$ cat config.mk
export PLATFORM = sky130hd
export DESIGN_NAME = dws_write_sched
export DESIGN_NICKNAME = d
export VERILOG_FILES = /design/src/rtl/dws_pkg.sv /design/src/rtl/dws_class_map.sv /design/src/rtl/dws_bank_timer.sv /design/src/rtl/dws_pick.sv /design/src/rtl/dws_write_sched.sv
export SDC_FILE = /design/constraint.sdc
export NUM_CORES = 1
export LEC_CHECK = 0
export ABC_AREA = 0
export ABC_CLOCK_PERIOD_IN_PS = 6200
export BUFFER_PORTS_ARGS = -buffer_cell sky130_fd_sc_hd__buf_2
export CAP_MARGIN = 40
export CORE_UTILIZATION = 40
export CTS_CLUSTER_SIZE = 20
export DETAILED_ROUTE_END_ITERATION = 8
export GPL_TIMING_DRIVEN = 0
export PLACE_DENSITY_LB_ADDON = 0.05
export SLEW_MARGIN = 20
export SYNTH_ARGS = -nofsm -noshare
export SYNTH_HDL_FRONTEND = slang
export SYNTH_SLANG_ARGS = --single-unit
$ cat constraint.sdc
create_clock -name clk -period 6.2 [get_ports clk]
set_input_delay 0 -clock clk [delete_from_list [all_inputs] [get_ports clk]]
set_output_delay 0 -clock clk [all_outputs]
set_load 0.02 [all_outputs]
$ cat src/rtl/dws_pkg.sv
package dws_pkg;
    localparam int NBANK   = 4;
    localparam int BANK_W  = $clog2(NBANK);
    localparam int FRAMES  = 64;
    localparam int FRAME_W = $clog2(FRAMES);
    localparam int QDEPTH  = 8;
    localparam int QIDX_W  = $clog2(QDEPTH);
    localparam int QCNT_W  = $clog2(QDEPTH + 1);
    localparam int EPOCH_W = 3;
    localparam int WM_BUSY = 4;
    localparam int PS_BUSY = 8;
    localparam int BUSY_W  = $clog2(PS_BUSY + 1);

    typedef struct packed {
        logic               valid;
        logic               persist;
        logic [EPOCH_W-1:0] epoch;
        logic [FRAME_W-1:0] frame;
        logic [BANK_W-1:0]  bank;
    } wq_entry_t;

    function automatic logic [BUSY_W-1:0] busy_len(input logic persist);
        return persist ? BUSY_W'(PS_BUSY) : BUSY_W'(WM_BUSY);
    endfunction
endpackage

$ cat src/rtl/dws_class_map.sv
module dws_class_map
    import dws_pkg::*;
(
    input  logic               clk,
    input  logic               rst,
    input  logic               upd_en,
    input  logic [FRAME_W-1:0] upd_frame,
    input  logic               upd_persist,
    input  logic [FRAME_W-1:0] look_frame,
    output logic               look_persist
);
    logic [FRAMES-1:0] map_q;

    always_ff @(posedge clk) begin
        if (rst) begin
            map_q <= '0;
        end else if (upd_en) begin
            map_q[upd_frame] <= upd_persist;
        end
    end

    // Registered read path: an update is seen only from the next cycle.
    assign look_persist = map_q[look_frame];
endmodule

$ cat src/rtl/dws_bank_timer.sv
module dws_bank_timer
    import dws_pkg::*;
(
    input  logic               clk,
    input  logic               rst,
    input  logic               start,
    input  logic               start_persist,
    input  logic [EPOCH_W-1:0] start_epoch,
    output logic               busy,
    output logic               held_persist,
    output logic [EPOCH_W-1:0] held_epoch
);
    logic [BUSY_W-1:0] left_q;

    always_ff @(posedge clk) begin
        if (rst) begin
            left_q       <= '0;
            held_persist <= 1'b0;
            held_epoch   <= '0;
        end else if (start) begin
            left_q       <= busy_len(start_persist);
            held_persist <= start_persist;
            held_epoch   <= start_epoch;
        end else if (left_q != '0) begin
            left_q <= left_q - BUSY_W'(1);
        end
    end

    assign busy = (left_q != '0);
endmodule

$ cat src/rtl/dws_pick.sv
module dws_pick
    import dws_pkg::*;
(
    input  logic [QDEPTH-1:0] elig,
    input  logic [QDEPTH-1:0] pers,
    input  logic              favor_persist,
    output logic              pick_valid,
    output logic [QIDX_W-1:0] pick_idx
);
    logic [QDEPTH-1:0] cand;

    always_comb begin
        cand = elig;
        if (favor_persist && |(elig & pers)) begin
            cand = elig & pers;
        end
        pick_valid = |cand;
        pick_idx   = '0;
        // Slot 0 is the oldest entry, so the lowest set index wins.
        for (int i = QDEPTH - 1; i >= 0; i--) begin
            if (cand[i]) begin
                pick_idx = QIDX_W'(i);
            end
        end
    end
endmodule

$ cat src/rtl/dws_write_sched.sv
module dws_write_sched
    import dws_pkg::*;
(
    input  logic               clk,
    input  logic               rst,
    input  logic               wr_valid,
    output logic               wr_ready,
    input  logic [FRAME_W-1:0] wr_frame,
    input  logic [BANK_W-1:0]  wr_bank,
    input  logic               bar_valid,
    output logic               bar_ready,
    input  logic               map_we,
    input  logic [FRAME_W-1:0] map_frame,
    input  logic               map_persist,
    output logic               iss_valid,
    output logic [FRAME_W-1:0] iss_frame,
    output logic [BANK_W-1:0]  iss_bank,
    output logic               iss_persist,
    output logic [NBANK-1:0]   bank_busy,
    output logic               bar_pending
);
    localparam logic [QCNT_W-1:0] QFULL = QCNT_W'(QDEPTH);

    wq_entry_t          q_q [QDEPTH];
    wq_entry_t          q_d [QDEPTH];
    logic [QCNT_W-1:0]  cnt_q, cnt_d, wpos;
    logic [EPOCH_W-1:0] cur_ep_q, ret_ep_q, pend_cnt;
    logic               in_persist, push, bar_take, retire, old_live;
    logic [QDEPTH-1:0]  elig, pers;
    logic               pick_valid;
    logic [QIDX_W-1:0]  pick_idx;
    wq_entry_t          sel;
    logic [NBANK-1:0]   bank_start, bank_hp;
    logic [EPOCH_W-1:0] bank_he [NBANK];

    dws_class_map u_map (
        .clk(clk), .rst(rst),
        .upd_en(map_we), .upd_frame(map_frame), .upd_persist(map_persist),
        .look_frame(wr_frame), .look_persist(in_persist)
    );

    assign wr_ready    = (cnt_q != QFULL);
    assign push        = wr_valid && wr_ready;
    assign pend_cnt    = cur_ep_q - ret_ep_q;
    assign bar_pending = (pend_cnt != '0);
    assign bar_ready   = (pend_cnt != '1);
    assign bar_take    = bar_valid && bar_ready;

    always_comb begin
        for (int i = 0; i < QDEPTH; i++) begin
            pers[i] = q_q[i].persist;
            elig[i] = q_q[i].valid && !bank_busy[q_q[i].bank]
                      && (!q_q[i].persist || q_q[i].epoch == ret_ep_q);
        end
    end

    dws_pick u_pick (
        .elig(elig), .pers(pers), .favor_persist(bar_pending),
        .pick_valid(pick_valid), .pick_idx(pick_idx)
    );

    assign sel         = q_q[pick_idx];
    assign iss_valid   = pick_valid;
    assign iss_frame   = sel.frame;
    assign iss_bank    = sel.bank;
    assign iss_persist = sel.persist;

    for (genvar b = 0; b < NBANK; b++) begin : g_bank
        assign bank_start[b] = pick_valid && (sel.bank == BANK_W'(b));
        dws_bank_timer u_timer (
            .clk(clk), .rst(rst),
            .start(bank_start[b]), .start_persist(sel.persist),
            .start_epoch(sel.epoch),
            .busy(bank_busy[b]), .held_persist(bank_hp[b]),
            .held_epoch(bank_he[b])
        );
    end

    // The oldest barrier retires once no durable write of the retiring
    // epoch remains queued or in flight.
    always_comb begin
        old_live = 1'b0;
        for (int i = 0; i < QDEPTH; i++) begin
            if (q_q[i].valid && q_q[i].persist && q_q[i].epoch == ret_ep_q) begin
                old_live = 1'b1;
            end
        end
        for (int b = 0; b < NBANK; b++) begin
            if (bank_busy[b] && bank_hp[b] && bank_he[b] == ret_ep_q) begin
                old_live = 1'b1;
            end
        end
    end
    assign retire = bar_pending && !old_live;

    // Compacting queue: remove the picked slot, then append at the tail.
    assign wpos = cnt_q - QCNT_W'(pick_valid);
    always_comb begin
        q_d = q_q;
        for (int i = 0; i < QDEPTH - 1; i++) begin
            if (pick_valid && QIDX_W'(i) >= pick_idx) begin
                q_d[i] = q_q[i + 1];
            end
        end
        if (pick_valid) begin
            q_d[QDEPTH-1] = '0;
        end
        if (push) begin
            q_d[QIDX_W'(wpos)].valid   = 1'b1;
            q_d[QIDX_W'(wpos)].persist = in_persist;
            q_d[QIDX_W'(wpos)].epoch   = cur_ep_q;
            q_d[QIDX_W'(wpos)].frame   = wr_frame;
            q_d[QIDX_W'(wpos)].bank    = wr_bank;
        end
        cnt_d = cnt_q + QCNT_W'(push) - QCNT_W'(pick_valid);
    end

    always_ff @(posedge clk) begin
        if (rst) begin
            for (int i = 0; i < QDEPTH; i++) begin
                q_q[i] <= '0;
            end
            cnt_q    <= '0;
            cur_ep_q <= '0;
            ret_ep_q <= '0;
        end else begin
            q_q      <= q_d;
            cnt_q    <= cnt_d;
            cur_ep_q <= cur_ep_q + EPOCH_W'(bar_take);
            ret_ep_q <= ret_ep_q + EPOCH_W'(retire);
        end
    end
endmodule

==> results.sh <==
export IMPL_worstSetupEndpointType="primary output"
export IMPL_max_freq_mhz=169.3
export IMPL_cts_sinks=210
export IMPL_hold_violations=3
export IMPL_dp_slack_ps=-115.9
export IMPL_p_total_uw=6568
export IMPL_n_antenna_cell=0
export IMPL_antenna_found_initial=0
export IMPL_placedInstanceArea_sq_um=12460
export IMPL_area_delta_synth_final_pct=14.26
export IMPL_port_buffer_count=26
export IMPL_grt_max_degree=14
export IMPL_cts_inserted_buffers=26
export IMPL_fin_ws_ps=291.8
export IMPL_hold_depth=5
export IMPL_ys_async_sr_fraction_pct=0
export IMPL_max_slew_margin_pct=39.43
export IMPL_synthDistinctLibCells=83
export IMPL_place_inst=1794
export IMPL_synth_edff_count=0
export IMPL_power_frac_seq_pct=29.1
export IMPL_syn_area_per_cell_sq_um=8.567
export IMPL_status="finished, violations left"
export IMPL_peakVddDrop_mv=0.2319
export IMPL_internal_power_uw=3707
export IMPL_layout_cells_non_filler=1848
export IMPL_critPathRequiredTime_ps=6200
export IMPL_cts_buffer_depth=3
export IMPL_timing_final_crit_share_pct=95.29
export IMPL_gp_congestion=0.9407
export IMPL_setup_viol=0
export IMPL_power_density_nw_per_um2=487.7
export IMPL_drtIter0Drc=736
export IMPL_ff2ff_path_depth=22
export IMPL_rows=62
export IMPL_drc=0
export IMPL_die_area_sq_um=30160
export IMPL_postSynthCellCount=1376
export IMPL_final_nets=1491
export IMPL_worstMarginPinSlew_ps=905.2
export IMPL_arrival_ps=5910
export IMPL_stdcell_area_sq_um=13470
export IMPL_p_comb_share_pct=47.8
export IMPL_num_vias=10650
export IMPL_synth_warnings=0
export IMPL_start_util_pct=40.85
export IMPL_dp_hpwl_mm=30.17
export IMPL_hp_class="input pin to flop"
export IMPL_hold_worst_slack_ps=-23.21
export IMPL_leakage_uw=0.005188
export IMPL_fin_crit_ps=5908
export IMPL_ant_nets=0
export IMPL_wl_mm=40.92
export IMPL_grt_first_pass_wirelength_mm=62.51
export IMPL_syn_nets=1418
export IMPL_wl_per_cell_microns=22.14
export IMPL_layout_drive_gt1_share_pct=12.23
export IMPL_failed_checks="negative hold slack"
export IMPL_h_tree_depth=1
export IMPL_yosysSeqAreaShare_pct=35.67
export IMPL_grt_overflow_total=0
export IMPL_pwr_share_clk_pct=23.1
export IMPL_ctsRootBufferMaster="clkbuf_16"
export IMPL_grt_pass1_vias=10310
export IMPL_critical_path_class="flop to primary output"
export IMPL_dieWidth_microns=173.7
export IMPL_swShare_pct=43.56
export IMPL_core_sq_um=28860
export IMPL_syn_area_sq_um=11790
export IMPL_busiest_layer="met2"
export IMPL_switchingPower_uw=2861
export IMPL_clock_latency_ps=550
export IMPL_startpoint_type="flop"
export IMPL_drt_pass1_iter_count=5
export IMPL_routed_via_density=5.761
export IMPL_die_h_microns=173.7
export IMPL_cts_tree="built"
export IMPL_grt_use_met2_pct=46.59
export IMPL_final_max_slew_viol_count=0
export IMPL_grt_use_met3_pct=3.487
export IMPL_ios=37
export IMPL_clkTransAtPathRegs_ps=60
export IMPL_skew_ps=15.83
export IMPL_synthFlopType="dfxtp_1"
export IMPL_track_usage_pct=26.87
export IMPL_max_cap_viol_count=0
export IMPL_use_met1_pct=34.37
export IMPL_ys_ff_latch=210
export IMPL_crit_path_max_fanout=10
export IMPL_grt_setup_unrepaired="false"
[synthesized netlist by cell type (all sizes together) (3+ instances only)]
cell | number | area (sq um)
and3 | 10 | 66.31
nand2b | 8 | 50.05
a221oi | 3 | 26.28
nor2b | 19 | 118.9
xnor2 | 21 | 183.9
mux4 | 27 | 630.6
o211ai | 6 | 45.04
mux2i | 83 | 830.8
a22oi | 4 | 30.03
o22ai | 5 | 31.28
a32oi | 5 | 70.08
mux2 | 13 | 157.7
xor2 | 31 | 271.5
nand2 | 136 | 510.5
nor3b | 10 | 91.34
or2 | 4 | 25.02
and2 | 9 | 56.30
a21oi | 99 | 499.2
nor3 | 23 | 120.1
buf | 32 | 192.7
a21o | 6 | 45.04
nand3 | 102 | 510.5
nor4 | 14 | 87.58
a2111oi | 6 | 52.55
clkbuf | 85 | 329.1
or3b | 3 | 26.28
dfxtp | 210 | 4204
o21ai | 66 | 330.3
a311oi | 17 | 148.9
a211oi | 79 | 605.6
a22o | 3 | 26.28
a311o | 6 | 60.06
o21a | 3 | 22.52
a211o | 5 | 48.80
o31ai | 7 | 52.55
nor2 | 126 | 475.5
or3 | 8 | 51.30
ha | 20 | 250.2
inv | 29 | 113.9
nand3b | 5 | 37.54
[layer usage]
layer	vias to the layer above	part of all wire, %
met5	-	0
met4	0	3.1
met3	69	5.4
met2	301	48
met1	5142	43
li1	5135	-
[power by group through the flow]
stage                     Clock, uW  Sequential [uW]  Combinational (uW)
after CTS                      1540             1900                3090
after detailed placement          0             1930                3060
final                          1520             1910                3140
after global placement            0             1930                3030
after global routing           1590             1940                3420
after floorplan                   0             1800                2250
[critical path: stages (launching register included)]
cell	delay [ps]
dfxtp_1	340
clkbuf_1	290
buf_2	410
xor2_1	160
nor4_1	320
buf_2	220
o41ai_1	100
and4_4	180
buf_6	140
a211oi_1	310
o211a_1	260
o221ai_2	210
a21oi_2	480
clkbuf_1	640
clkbuf_1	490
nand2_1	100
a311o_1	410
nand2_1	110
buf_2	170
[worst paths after layout]
check / startpoint / endpoint / slack, ps
setup / recovery: ret_ep_q[1]$_SDFF_PP0_ / iss_frame[1] / 290
hold / removal: wr_valid / q_q[7]$_SDFF_PP0_ / -20
setup reg to reg: ret_ep_q[1]$_SDFF_PP0_ / q_q[97]$_SDFF_PP0_ / 410
hold reg to reg: u_map.map_q[39]$_SDFFE_PP0P_ / u_map.map_q[39]$_SDFFE_PP0P_ / 470
[area by class of cell]
| class | count | area, sq um |
|---|---|---|
| Tap cell | 384 | 480.5 |
| Timing Repair Buffer | 47 | 301.5 |
| Buffer | 115 | 524.3 |
| Clock buffer | 37 | 742.0 |
| Multi-Input combinational cell | 1020 | 7010 |
| Fill cell | 2928 | 15390 |
| Clock inverter | 6 | 91.34 |
| Sequential cell | 210 | 4204 |
| Inverter | 29 | 113.9 |
[sequential cells by signal, summed over array words and instances (netlist names)]
register and cells:
ret_ep_q 3, pers 8, q_q 96, g_bank.u_timer.held_persist 4, g_bank.u_timer.left_q 16, g_bank.u_timer.held_epoch 12, u_map.map_q 64, cnt_q 4
cur_ep_q 3
[what timing repair did]
action                                  CTS  global route
endpoints found under the setup margin   69            77
setup buffers                             0             2
endpoints found under the hold margin    12             0
hold buffers                              8             0
pin swaps                                 0             0
resized for setup                         3            22
[stage by stage]
| step | TNS (ps) | utilization (%) |
|---|---|---|
| global route | 0 | 46.67 |
| CTS | 0 | 46.41 |
| global placement | -28210 | 42.96 |
| finish | 0 | 46.67 |
| detailed placement | -4220 | 43.19 |
| floorplan | 0 | - |
[cells by family after synthesis]
| family | after synthesis | share of synthesized area, % |
|---|---|---|
| buffers and inverters | 146 | 5.392 |
| adder cells (fa/ha/maj) | 22 | 2.463 |
| multiplexers | 123 | 13.74 |
| flip-flops | 210 | 35.66 |
| AO/OA/AOI/OAI | 334 | 19.14 |
| XOR/XNOR | 52 | 3.864 |
| AND/OR/NAND/NOR | 489 | 19.74 |
[placed cells by master (no fill, tap or decap), types with 7 or more instances in the layout]
| master | instances |
|---|---|
| buf_2 | 40 |
| a311oi_1 | 17 |
| nor2b_1 | 19 |
| o31ai_1 | 7 |
| mux2i_1 | 83 |
| mux2_2 | 10 |
| buf_4 | 13 |
| inv_1 | 27 |
| a211oi_1 | 78 |
| and2_1 | 9 |
| dlygate4sd3_1 | 8 |
| or3_1 | 7 |
| dfxtp_1 | 210 |
| clkbuf_2 | 8 |
| buf_1 | 12 |
| nand3_1 | 100 |
| nor4_1 | 11 |
| o21ai_0 | 66 |
| xor2_1 | 31 |
| clkbuf_1 | 80 |
| mux4_2 | 21 |
| nand2b_1 | 8 |
| a21oi_1 | 97 |
| nor2_1 | 125 |
| ha_1 | 20 |
| and3_1 | 7 |
| nor3_1 | 20 |
| nand2_1 | 136 |
| xnor2_1 | 20 |
| nor3b_1 | 8 |
| clkbuf_16 | 26 |
(Power assumes the default switching activity.)
